**src/rtl/redtab_pkg.sv**
```systemverilog
// Shared encodings for the reduction flow table.
// Assumes event kind and opcode are both carried on 3-bit fields.
package redtab_pkg;

    typedef enum logic [2:0] {
        EV_NONE       = 3'd0,
        EV_UPD_LOCAL  = 3'd1,
        EV_UPD_FWD    = 3'd2,
        EV_COMPLETE   = 3'd3,
        EV_GATHER_REQ = 3'd4,
        EV_GATHER_RSP = 3'd5
    } ev_kind_e;

    typedef enum logic [2:0] {
        OP_SUM = 3'd0,
        OP_XOR = 3'd1,
        OP_AND = 3'd2,
        OP_MIN = 3'd3,
        OP_MAX = 3'd4
    } red_op_e;

endpackage

```
**src/rtl/redtab_cam.sv**
```systemverilog
// Fully associative flow lookup plus lowest-free-slot picker.
// Assumes at most one valid entry holds a given flow identifier.
module redtab_cam #(
    parameter int ENTRIES = 16,
    parameter int FLOW_W  = 8,
    localparam int IDX_W  = $clog2(ENTRIES)
) (
    input  logic [ENTRIES-1:0]             valid_i,
    input  logic [ENTRIES-1:0][FLOW_W-1:0] flow_i,
    input  logic [FLOW_W-1:0]              key_i,
    output logic                           hit_o,
    output logic [IDX_W-1:0]               hit_idx_o,
    output logic                           free_any_o,
    output logic [IDX_W-1:0]               free_idx_o
);

    logic [ENTRIES-1:0] match_v;

    // Per-entry compare of the stored flow against the key.
    genvar g;
    generate
        for (g = 0; g < ENTRIES; g++) begin : g_cmp
            assign match_v[g] = valid_i[g] && (flow_i[g] == key_i);
        end
    endgenerate

    // Encode the matching slot and the lowest empty slot.
    always_comb begin
        hit_o      = |match_v;
        free_any_o = ~&valid_i;
        hit_idx_o  = '0;
        free_idx_o = '0;
        for (int i = ENTRIES - 1; i >= 0; i--) begin
            if (match_v[i]) hit_idx_o = IDX_W'(i);
            if (!valid_i[i]) free_idx_o = IDX_W'(i);
        end
    end

endmodule

```
**src/rtl/redtab_alu.sv**
```systemverilog
// Combine function for partial results, selected by opcode.
// Assumes unsigned operands; unknown opcodes keep the accumulator.
module redtab_alu #(
    parameter int DATA_W = 16
) (
    input  logic [2:0]        op_i,
    input  logic [DATA_W-1:0] acc_i,
    input  logic [DATA_W-1:0] val_i,
    output logic [DATA_W-1:0] res_o
);
    import redtab_pkg::*;

    // Select the reduction operator.
    always_comb begin
        case (red_op_e'(op_i))
            OP_SUM:  res_o = acc_i + val_i;
            OP_XOR:  res_o = acc_i ^ val_i;
            OP_AND:  res_o = acc_i & val_i;
            OP_MIN:  res_o = (val_i < acc_i) ? val_i : acc_i;
            OP_MAX:  res_o = (val_i > acc_i) ? val_i : acc_i;
            default: res_o = acc_i;
        endcase
    end

endmodule

```
**src/rtl/redtab_entry.sv**
```systemverilog
// One tree-node record: flow, opcode, parent, child flags, counters,
// gather flag and partial value. Applies the broadcast event when
// selected and signals drain when the release condition is met.
// Assumes sel_i is only raised on a free slot for an allocating update
// or on the slot that matched the event's flow.
module redtab_entry #(
    parameter int FLOW_W = 8,
    parameter int DATA_W = 16,
    parameter int CNT_W  = 8,
    parameter int NPORTS = 4,
    localparam int PORT_W = $clog2(NPORTS)
) (
    input  logic              clk,
    input  logic              rst_n,
    input  logic              sel_i,
    input  logic [2:0]        kind_i,
    input  logic [FLOW_W-1:0] flow_i,
    input  logic [2:0]        op_i,
    input  logic [PORT_W-1:0] in_port_i,
    input  logic [PORT_W-1:0] out_port_i,
    input  logic [DATA_W-1:0] merged_i,
    output logic              valid_o,
    output logic [FLOW_W-1:0] flow_o,
    output logic [2:0]        op_o,
    output logic [PORT_W-1:0] parent_o,
    output logic [NPORTS-1:0] children_o,
    output logic [DATA_W-1:0] res_o,
    output logic [DATA_W-1:0] nres_o,
    output logic              drain_o
);
    import redtab_pkg::*;

    logic              valid_q, n_valid;
    logic [FLOW_W-1:0] flow_q, n_flow;
    logic [2:0]        op_q, n_op;
    logic [PORT_W-1:0] parent_q, n_parent;
    logic [NPORTS-1:0] child_q, n_child;
    logic [CNT_W-1:0]  req_q, n_req, done_q, n_done;
    logic              gflag_q, n_gflag;
    logic [DATA_W-1:0] res_q, n_res;
    logic [NPORTS-1:0] in_bit, out_bit;

    assign in_bit  = NPORTS'(1) << in_port_i;
    assign out_bit = NPORTS'(1) << out_port_i;

    // Identity value of each reduction operator.
    function automatic logic [DATA_W-1:0] ident(input logic [2:0] op);
        case (red_op_e'(op))
            OP_AND, OP_MIN: ident = '1;
            default:        ident = '0;
        endcase
    endfunction

    // Next-state of the record and its release decision.
    always_comb begin
        n_valid  = valid_q;
        n_flow   = flow_q;
        n_op     = op_q;
        n_parent = parent_q;
        n_child  = child_q;
        n_req    = req_q;
        n_done   = done_q;
        n_gflag  = gflag_q;
        n_res    = res_q;
        drain_o  = 1'b0;
        if (sel_i) begin
            if (!valid_q) begin
                n_valid  = 1'b1;
                n_flow   = flow_i;
                n_op     = op_i;
                n_parent = in_port_i;
                n_child  = (kind_i == EV_UPD_FWD) ? out_bit : '0;
                n_req    = (kind_i == EV_UPD_LOCAL) ? CNT_W'(1) : '0;
                n_done   = '0;
                n_gflag  = 1'b0;
                n_res    = ident(op_i);
            end else begin
                case (ev_kind_e'(kind_i))
                    EV_UPD_LOCAL:  n_req   = req_q + CNT_W'(1);
                    EV_UPD_FWD:    n_child = child_q | out_bit;
                    EV_COMPLETE: begin
                        n_done = done_q + CNT_W'(1);
                        n_res  = merged_i;
                    end
                    EV_GATHER_REQ: n_gflag = 1'b1;
                    EV_GATHER_RSP: begin
                        if ((child_q & in_bit) != '0) begin
                            n_child = child_q & ~in_bit;
                            n_res   = merged_i;
                        end
                    end
                    default: ;
                endcase
                if ((kind_i == EV_COMPLETE || kind_i == EV_GATHER_REQ ||
                     kind_i == EV_GATHER_RSP) && n_gflag &&
                    n_child == '0 && n_req == n_done) begin
                    drain_o = 1'b1;
                    n_valid = 1'b0;
                end
            end
        end
    end

    // Record registers.
    always_ff @(posedge clk) begin
        if (!rst_n) begin
            valid_q  <= 1'b0;
            flow_q   <= '0;
            op_q     <= '0;
            parent_q <= '0;
            child_q  <= '0;
            req_q    <= '0;
            done_q   <= '0;
            gflag_q  <= 1'b0;
            res_q    <= '0;
        end else begin
            valid_q  <= n_valid;
            flow_q   <= n_flow;
            op_q     <= n_op;
            parent_q <= n_parent;
            child_q  <= n_child;
            req_q    <= n_req;
            done_q   <= n_done;
            gflag_q  <= n_gflag;
            res_q    <= n_res;
        end
    end

    assign valid_o    = valid_q;
    assign flow_o     = flow_q;
    assign op_o       = op_q;
    assign parent_o   = parent_q;
    assign children_o = child_q;
    assign res_o      = res_q;
    assign nres_o     = n_res;

endmodule

```
**src/rtl/redtab_top.sv**
```systemverilog
// Reduction flow table: one event per cycle is looked up by flow,
// applied to its record, and may emit a gather replication mask or a
// final response toward the parent. Assumes the upstream source holds
// an event while ev_ready is low or withdraws it.
module redtab_top #(
    parameter int ENTRIES = 16,
    parameter int FLOW_W  = 8,
    parameter int DATA_W  = 16,
    parameter int CNT_W   = 8,
    parameter int NPORTS  = 4,
    localparam int IDX_W  = $clog2(ENTRIES),
    localparam int PORT_W = $clog2(NPORTS)
) (
    input  logic              clk,
    input  logic              rst_n,
    input  logic              ev_valid,
    output logic              ev_ready,
    input  logic [2:0]        ev_kind,
    input  logic [FLOW_W-1:0] ev_flow,
    input  logic [2:0]        ev_op,
    input  logic [PORT_W-1:0] ev_in_port,
    input  logic [PORT_W-1:0] ev_out_port,
    input  logic [DATA_W-1:0] ev_data,
    output logic              rsp_valid,
    output logic [FLOW_W-1:0] rsp_flow,
    output logic [PORT_W-1:0] rsp_port,
    output logic [DATA_W-1:0] rsp_data,
    output logic              gq_valid,
    output logic [FLOW_W-1:0] gq_flow,
    output logic [NPORTS-1:0] gq_mask
);
    import redtab_pkg::*;

    logic [ENTRIES-1:0]             valid_v, sel_v, drain_v;
    logic [ENTRIES-1:0][FLOW_W-1:0] flow_v;
    logic [ENTRIES-1:0][2:0]        op_v;
    logic [ENTRIES-1:0][PORT_W-1:0] parent_v;
    logic [ENTRIES-1:0][NPORTS-1:0] child_v;
    logic [ENTRIES-1:0][DATA_W-1:0] res_v, nres_v;

    logic             hit, free_any, is_upd, alloc, accept;
    logic [IDX_W-1:0] hit_idx, free_idx;
    logic [DATA_W-1:0] merged;

    redtab_cam #(.ENTRIES(ENTRIES), .FLOW_W(FLOW_W)) u_cam (
        .valid_i    (valid_v),
        .flow_i     (flow_v),
        .key_i      (ev_flow),
        .hit_o      (hit),
        .hit_idx_o  (hit_idx),
        .free_any_o (free_any),
        .free_idx_o (free_idx)
    );

    // Event classification and backpressure.
    always_comb begin
        is_upd   = (ev_kind == EV_UPD_LOCAL) || (ev_kind == EV_UPD_FWD);
        ev_ready = !(ev_valid && is_upd && !hit && !free_any);
        accept   = ev_valid && ev_ready;
        alloc    = accept && is_upd && !hit;
    end

    redtab_alu #(.DATA_W(DATA_W)) u_alu (
        .op_i  (op_v[hit_idx]),
        .acc_i (res_v[hit_idx]),
        .val_i (ev_data),
        .res_o (merged)
    );

    genvar g;
    generate
        for (g = 0; g < ENTRIES; g++) begin : g_ent
            assign sel_v[g] = (accept && hit && hit_idx == IDX_W'(g)) ||
                              (alloc && free_idx == IDX_W'(g));
            redtab_entry #(
                .FLOW_W(FLOW_W), .DATA_W(DATA_W),
                .CNT_W(CNT_W), .NPORTS(NPORTS)
            ) u_ent (
                .clk        (clk),
                .rst_n      (rst_n),
                .sel_i      (sel_v[g]),
                .kind_i     (ev_kind),
                .flow_i     (ev_flow),
                .op_i       (ev_op),
                .in_port_i  (ev_in_port),
                .out_port_i (ev_out_port),
                .merged_i   (merged),
                .valid_o    (valid_v[g]),
                .flow_o     (flow_v[g]),
                .op_o       (op_v[g]),
                .parent_o   (parent_v[g]),
                .children_o (child_v[g]),
                .res_o      (res_v[g]),
                .nres_o     (nres_v[g]),
                .drain_o    (drain_v[g])
            );
        end
    endgenerate

    // Registered response and gather replication outputs.
    always_ff @(posedge clk) begin
        if (!rst_n) begin
            rsp_valid <= 1'b0;
            rsp_flow  <= '0;
            rsp_port  <= '0;
            rsp_data  <= '0;
            gq_valid  <= 1'b0;
            gq_flow   <= '0;
            gq_mask   <= '0;
        end else begin
            rsp_valid <= |drain_v;
            rsp_flow  <= ev_flow;
            rsp_port  <= parent_v[hit_idx];
            rsp_data  <= nres_v[hit_idx];
            gq_valid  <= accept && hit && (ev_kind == EV_GATHER_REQ) &&
                         (child_v[hit_idx] != '0);
            gq_flow   <= ev_flow;
            gq_mask   <= child_v[hit_idx];
        end
    end

endmodule

```
**config.mk**
```make
export PLATFORM = sky130hd
export DESIGN_NAME = redtab_top
export DESIGN_NICKNAME = d
export VERILOG_FILES = /design/src/rtl/redtab_pkg.sv /design/src/rtl/redtab_cam.sv /design/src/rtl/redtab_alu.sv /design/src/rtl/redtab_entry.sv /design/src/rtl/redtab_top.sv
export SDC_FILE = /design/constraint.sdc
export NUM_CORES = 2
export LEC_CHECK = 0
export BUFFER_PORTS_ARGS = -buffer_cell sky130_fd_sc_hd__buf_4
export CORE_UTILIZATION = 62
export DETAILED_ROUTE_END_ITERATION = 8
export GPL_TIMING_DRIVEN = 0
export PLACE_DENSITY = 0.78
export SLEW_MARGIN = 20
export SYNTH_ARGS = -nofsm -noshare
export SYNTH_HDL_FRONTEND = slang
export SYNTH_SLANG_ARGS = --single-unit
```
**constraint.sdc**
```tcl
create_clock -name clk -period 13.8 [get_ports clk]
set_clock_uncertainty 0.2 [all_clocks]
set_input_delay 2.76 -clock clk [delete_from_list [all_inputs] [get_ports clk]]
set_output_delay 2.76 -clock clk [all_outputs]
set_load 0.02 [all_outputs]
```
==> summary.md, run 1 <==
| Metric | Value |
|---|---|
| Run status | `did not finish` |
| Failed at | `global routing (5_1_grt)` |
| Run Error | `[ERROR GRT-0116] Global routing finished with congestion. Check the congestion regions in the DRC Viewer.` |
| Post-synth top area share | `between 30% and 40%` |
| H-tree levels | `3` |
| Net count after synthesis | `between 6000 and 7000` |
| Post-Syn Area | `0.0507 sq mm` |
| Chip Height | `~290 microns` |
| Largest net degree at the start of global routing | `20` |
| Post-synth EDFFs | `0` |
| Setup repair bufs after CTS | `0` |
| Global-route wire length before repair | `466000 microns` |
| Root Buffer | `clkbuf_16` |
| Cell variety after synth | `110` |
| Buffer depth of the longest clock path | `3` |
| Async SR Flop Fraction | `0%` |
| CTS Buf Count | `between 90 and 100` |
| Worst slack at placement | `-1.53 ns` |
| Most common cell in the netlist | `dfxtp_1` |
| Syn Inst Count | `6711` |
| FP Rows | `between 100 and 150` |
| Ranking of synthesized cells by area | `dfxtp_1 33%, nor2_1 6.2%, a21oi_1 6.0%` |
| Hold_buf cts | `0` |
| IO Pins | `between 70 and 80` |
| Die width | `288 microns` |
| Clock Sinks | `~850` |
| Synth top cells by count | `848 x dfxtp_1, 832 x nor2_1, 776 x nand2_1` |
| Register area share after synthesis | `33.5%` |
| Global route overflow | `~130` |
| Initial Util | `between 60 and 70%` |
| Post-DP HPWL | `approximately 220000 microns` |
| Syn Area/Cell | `roughly 7.6 sq um` |
| Yosys reg bits | `~850` |
| Port Buffers | `66` |
| Number of global-route vias before repair | `between 60000 and 70000` |
| Routability cong. | `1.31` |
| Yosys warnings | `0` |
| Top FF cell, synth | `dfxtp_1` |
| All-Layer GR Usage | `between 70% and 80%` |
| Yosys top cell by area | `dfxtp_1` |
-- stage by stage --
stage               util [%]  cell area [sq um]  instances  hold WS, ns
floorplan                  -              50700       6711        0.233
global placement        65.1              52500       7837        0.243
detailed placement      65.5              52800       7856        0.248
CTS                     69.5              56100       8023        0.257
-- cells by family after synthesis --
logic type / synth area share, %
buffers and inverters: 5.07
DFF: 33.5
and+or+nand+nor: 23.1
adders and majority gates: 1.64
xor gates and xnor gates: 9.03
AOI/OAI and AO/OA: 23.2
muxes: 4.47
-- repair_timing --
action / CTS
resized for setup: 7
setup endpoints to repair: 4
gates cloned: 0
-- per-layer routing --
layer,GRT overflow,track usage [%]
met1,0,80.0
met3,4,63.6
met5,1,31.0
met4,71,70.4
met2,57,91.7
==> inputs of run 2 (changes only) <==
--- a/config.mk
+++ b/config.mk
@@ -6,10 +6,10 @@
 export NUM_CORES = 2
 export LEC_CHECK = 0
 export BUFFER_PORTS_ARGS = -buffer_cell sky130_fd_sc_hd__buf_4
-export CORE_UTILIZATION = 62
+export CORE_UTILIZATION = 40
 export DETAILED_ROUTE_END_ITERATION = 8
 export GPL_TIMING_DRIVEN = 0
-export PLACE_DENSITY = 0.78
+export PLACE_DENSITY_LB_ADDON = 0.15
 export SLEW_MARGIN = 20
 export SYNTH_ARGS = -nofsm -noshare
 export SYNTH_HDL_FRONTEND = slang
==> summary.md, run 2 <==
| Metric | Value |
|---|---|
| FF/Latch Area | `around 0.017 sq mm` |
| RSZ-0062 raised after global routing | `false` |
| Critical path class | `in2reg` |
| DR vias | `a little over 60000` |
| Post-synth EDFFs | `0 (unchanged)` |
| Routability cong. | `1.12 (-15%)` |
| Data required time at the worst endpoint | `between 10 and 15 ns` |
| Combinational share of power | `10.2%` |
| Dpl cells | `8463 (+7.7%)` |
| Fmax | `between 0.07 and 0.08 GHz` |
| Max stage delay cell, worst path | `and2_1` |
| R2R cell count | `33` |
| CP Capture Type | `flop` |
| Number of global-route vias before repair | `54100` |
| Drt via density | `6.94` |
| H-tree levels | `3 (unchanged)` |
| Worst-path fanout max | `10` |
| Initial antenna violation count | `37` |
| Crit path launch | `ev_flow[1]` |
| Core Util, Final | `46.0%` |
| Setup ws final | `-0.455 ns` |
| Internal | `~4200 uW` |
| Initial Util | `40.3% (-23 points)` |
| Top FF cell, synth | `dfxtp_1` |
| Register area share after synthesis | `33.5% (unchanged)` |
| Clk slew on worst S/H paths | `approximately 0.060 ns` |
| Final slew viol count | `0` |
| Sequential Power Share | `around two fifths` |
| Static Leak | `just over 0.02 uW` |
| Most common cell after layout, fill and taps aside | `dfxtp_1` |
| All-Layer GR Usage | `52.3%` |
| Switching Power | `roughly 1800 uW` |
| # fillers | `12900` |
| Max reg flops | `256` |
| Hold Path Class | `reg2reg` |
| Slowest stage delay, CP | `0.75 ns` |
| Pwr dens | `a little over 100 mW/mm^2` |
| Buffer depth of the longest clock path | `3 (unchanged)` |
| Full die area | `0.128 sq mm` |
| Finished Layout Cells | `8694` |
| Chip Height | `358 microns (+24%)` |
| Yosys top cell by area | `dfxtp_1` |
| Synth top cells by count | `848 x dfxtp_1, 832 x nor2_1, 776 x nand2_1` |
| Hold_buf cts | `0 (unchanged)` |
| # Max-Cap Violations | `0` |
| Post-DP HPWL | `261000 microns (+21%)` |
| Rel. slew slack | `between 8 and 9%` |
| FF-to-FF Start | `g_ent[1].u_ent.valid_o$_SDFFE_PN0N_` |
| Final ANT Viol Nets | `0` |
| Syn Area/Cell | `7.56 sq um (unchanged)` |
| Net count after synthesis | `6814 (unchanged)` |
| Type of origin of the critical path | `input pin` |
| Post-synth top area share | `33.5% (unchanged)` |
| Clock Power Share | `48.7%` |
| Global route overflow | `0` |
| CTS Buf Count | `101 (+9.8%)` |
| Detailed router's first-iteration violation count | `between 9000 and 10000` |
| Period utilisation layout | `103%` |
| Avg WL per Cell | `39.8 microns` |
| Final hold viol count | `0` |
| Ranking of synthesized cells by area | `dfxtp_1 33%, nor2_1 6.2%, a21oi_1 6.0%` |
| Crit-path most repeated cell | `buf_2` |
| Run status | `complete, but fails checks` |
| DRC Markers | `0` |
| FF-to-FF End | `rsp_data[14]$_SDFF_PN0_` |
| FP Rows | `130 (+25%)` |
| Fraction of layout cells with a size suffix above 1 | `under 10%` |
| R2R Setup Slk | `between 1 and 1.5 ns` |
| Worst skew pair latency | `roughly 0.8 ns` |
| Fin crit period | `roughly 14 ns` |
| Clock Sinks | `848 (unchanged)` |
| Most common cell in the netlist | `dfxtp_1` |
| Area of the core | `~0.13 sq mm` |
| Routed WL | `346000 microns` |
| Yosys warnings | `0 (unchanged)` |
| Multi-input gate area | `between 0.03 and 0.04 sq mm` |
| Port Buffers | `66 (unchanged)` |
| Global-route wire length before repair | `460000 microns` |
| Async SR Flop Fraction | `0% (unchanged)` |
| CP Data Arrival Time | `14.72 ns` |
| Violated checks | `negative setup slack` |
| Yosys reg bits | `848 (unchanged)` |
| Slew @ Worst Pin | `1.36 ns` |
| Syn Inst Count | `6711 (unchanged)` |
| Post-Syn Area | `0.0507 sq mm (unchanged)` |
| Commonest non-fill, non-tap cells in the layout | `848 x dfxtp_1, 817 x nor2_1, 776 x nand2_1` |
| Area delta synth->final | `14.0%` |
| Drt pass-1 iters | `7` |
| Critical path capture point | `rsp_data[14]$_SDFF_PN0_` |
| CTS tree | `done` |
| Largest net degree at the start of global routing | `18` |
| Sw frac | `between 20% and 30%` |
| IO Pins | `78 (unchanged)` |
| Root Buffer | `clkbuf_16` |
| Final Setup Violations | `11` |
| Fin area | `0.0578 sq mm` |
| Nets | `roughly 7000` |
| Placement Cell Area | `0.0540 sq mm (+2.2%)` |
| Die width | `358 microns (+24%)` |
| Cell variety after synth | `110 (unchanged)` |
| VDD IR max | `101 uV` |
run 2: cell counts after synthesis:
No cell type changed its count.
run 2: metrics by stage:
step | worst slack (ns) | setup TNS [ns] | hold WS (ns) | power (uW)
after floorplan | 3.70 | 0 | 0.233 | 2770
after global placement | -3.45 | -313.31 | 0.242 | 3070
after detailed placement | -2.29 | -46.96 | 0.247 | 3080
after CTS | 0.000151 | 0 | 0.255 | 5920
after global routing | 0.0107 | 0 | 0.270 | 6050
final | -0.455 | -3.18 | 0.257 | 6000
run 2: cell families after synthesis:
kind of cell / synth area share, %
compound gates: 23.2
xor+xnor: 9.03
fa+ha+maj: 1.64
buf+inv: 5.07
flops: 33.5
mux: 4.47
simple gates: 23.1
run 2: worst min-delay path by stage:
stage	from	to	slack [ns]	depth (start not counted)
after floorplan	g_ent[0].u_ent.op_o[2]$_SDFFE_PN0P_	g_ent[0].u_ent.op_o[2]$_SDFFE_PN0P_	0.23	2
after global placement	g_ent[8].u_ent.parent_o[0]$_SDFFE_PN0P_	g_ent[8].u_ent.parent_o[0]$_SDFFE_PN0P_	0.24	2
after detailed placement	g_ent[4].u_ent.parent_o[0]$_SDFFE_PN0P_	g_ent[4].u_ent.parent_o[0]$_SDFFE_PN0P_	0.25	2
after CTS	g_ent[4].u_ent.parent_o[0]$_SDFFE_PN0P_	g_ent[4].u_ent.parent_o[0]$_SDFFE_PN0P_	0.25	2
after global routing	g_ent[10].u_ent.op_o[2]$_SDFFE_PN0P_	g_ent[10].u_ent.op_o[2]$_SDFFE_PN0P_	0.27	2
final	g_ent[6].u_ent.op_o[2]$_SDFFE_PN0P_	g_ent[6].u_ent.op_o[2]$_SDFFE_PN0P_	0.26	2
run 2: area by class of cell:
class                      instances  area share (%)
timing repair buffer             107            1.64
clock inverter                    42            1.14
antenna                           40           0.173
clock buffer                     144            4.91
multi-input combinational       5259            54.5
inverter                          86           0.558
sequential                       848            29.4
tap                             1650            3.57
buffer                           518            4.12
run 2: metal layers:
metal,GRT usage [%],share of wire (%),vias up
li1,-,-,24500
met3,19.0,13,1570
met2,72.9,40,5065
met4,46.0,11,14
met5,1.04,0.063,-
met1,62.7,37,29100
run 2: what timing repair did:
action	in CTS	in global routing
gates resized for setup	17	18
setup endpoints to repair	21	8
pin swaps	0	1
setup buffers	0	3
run 2: power groups by stage:
| stage | Clock, uW | Sequential, uW | Combinational [uW] |
|---|---|---|---|
| 6_report | 2920 | 2460 | 612 |
| 5_1_grt | 2990 | 2460 | 594 |
| 4_1_cts | 2890 | 2460 | 562 |
| 3_5_place_dp | 0 | 2520 | 560 |
| 3_3_place_gp | 0 | 2520 | 549 |
| 2_1_floorplan | 0 | 2520 | 249 |
run 2: critical path: cells and delay by family:
family | cells | cell delay (ns)
simple gates | 7 | 3.16
buf+inv | 11 | 3.81
fa+ha+maj | 2 | 0.65
xor+xnor | 1 | 0.14
mux | 1 | 0.13
compound gates | 15 | 3.95
Note: power is estimated with default switching activity, not from simulation.
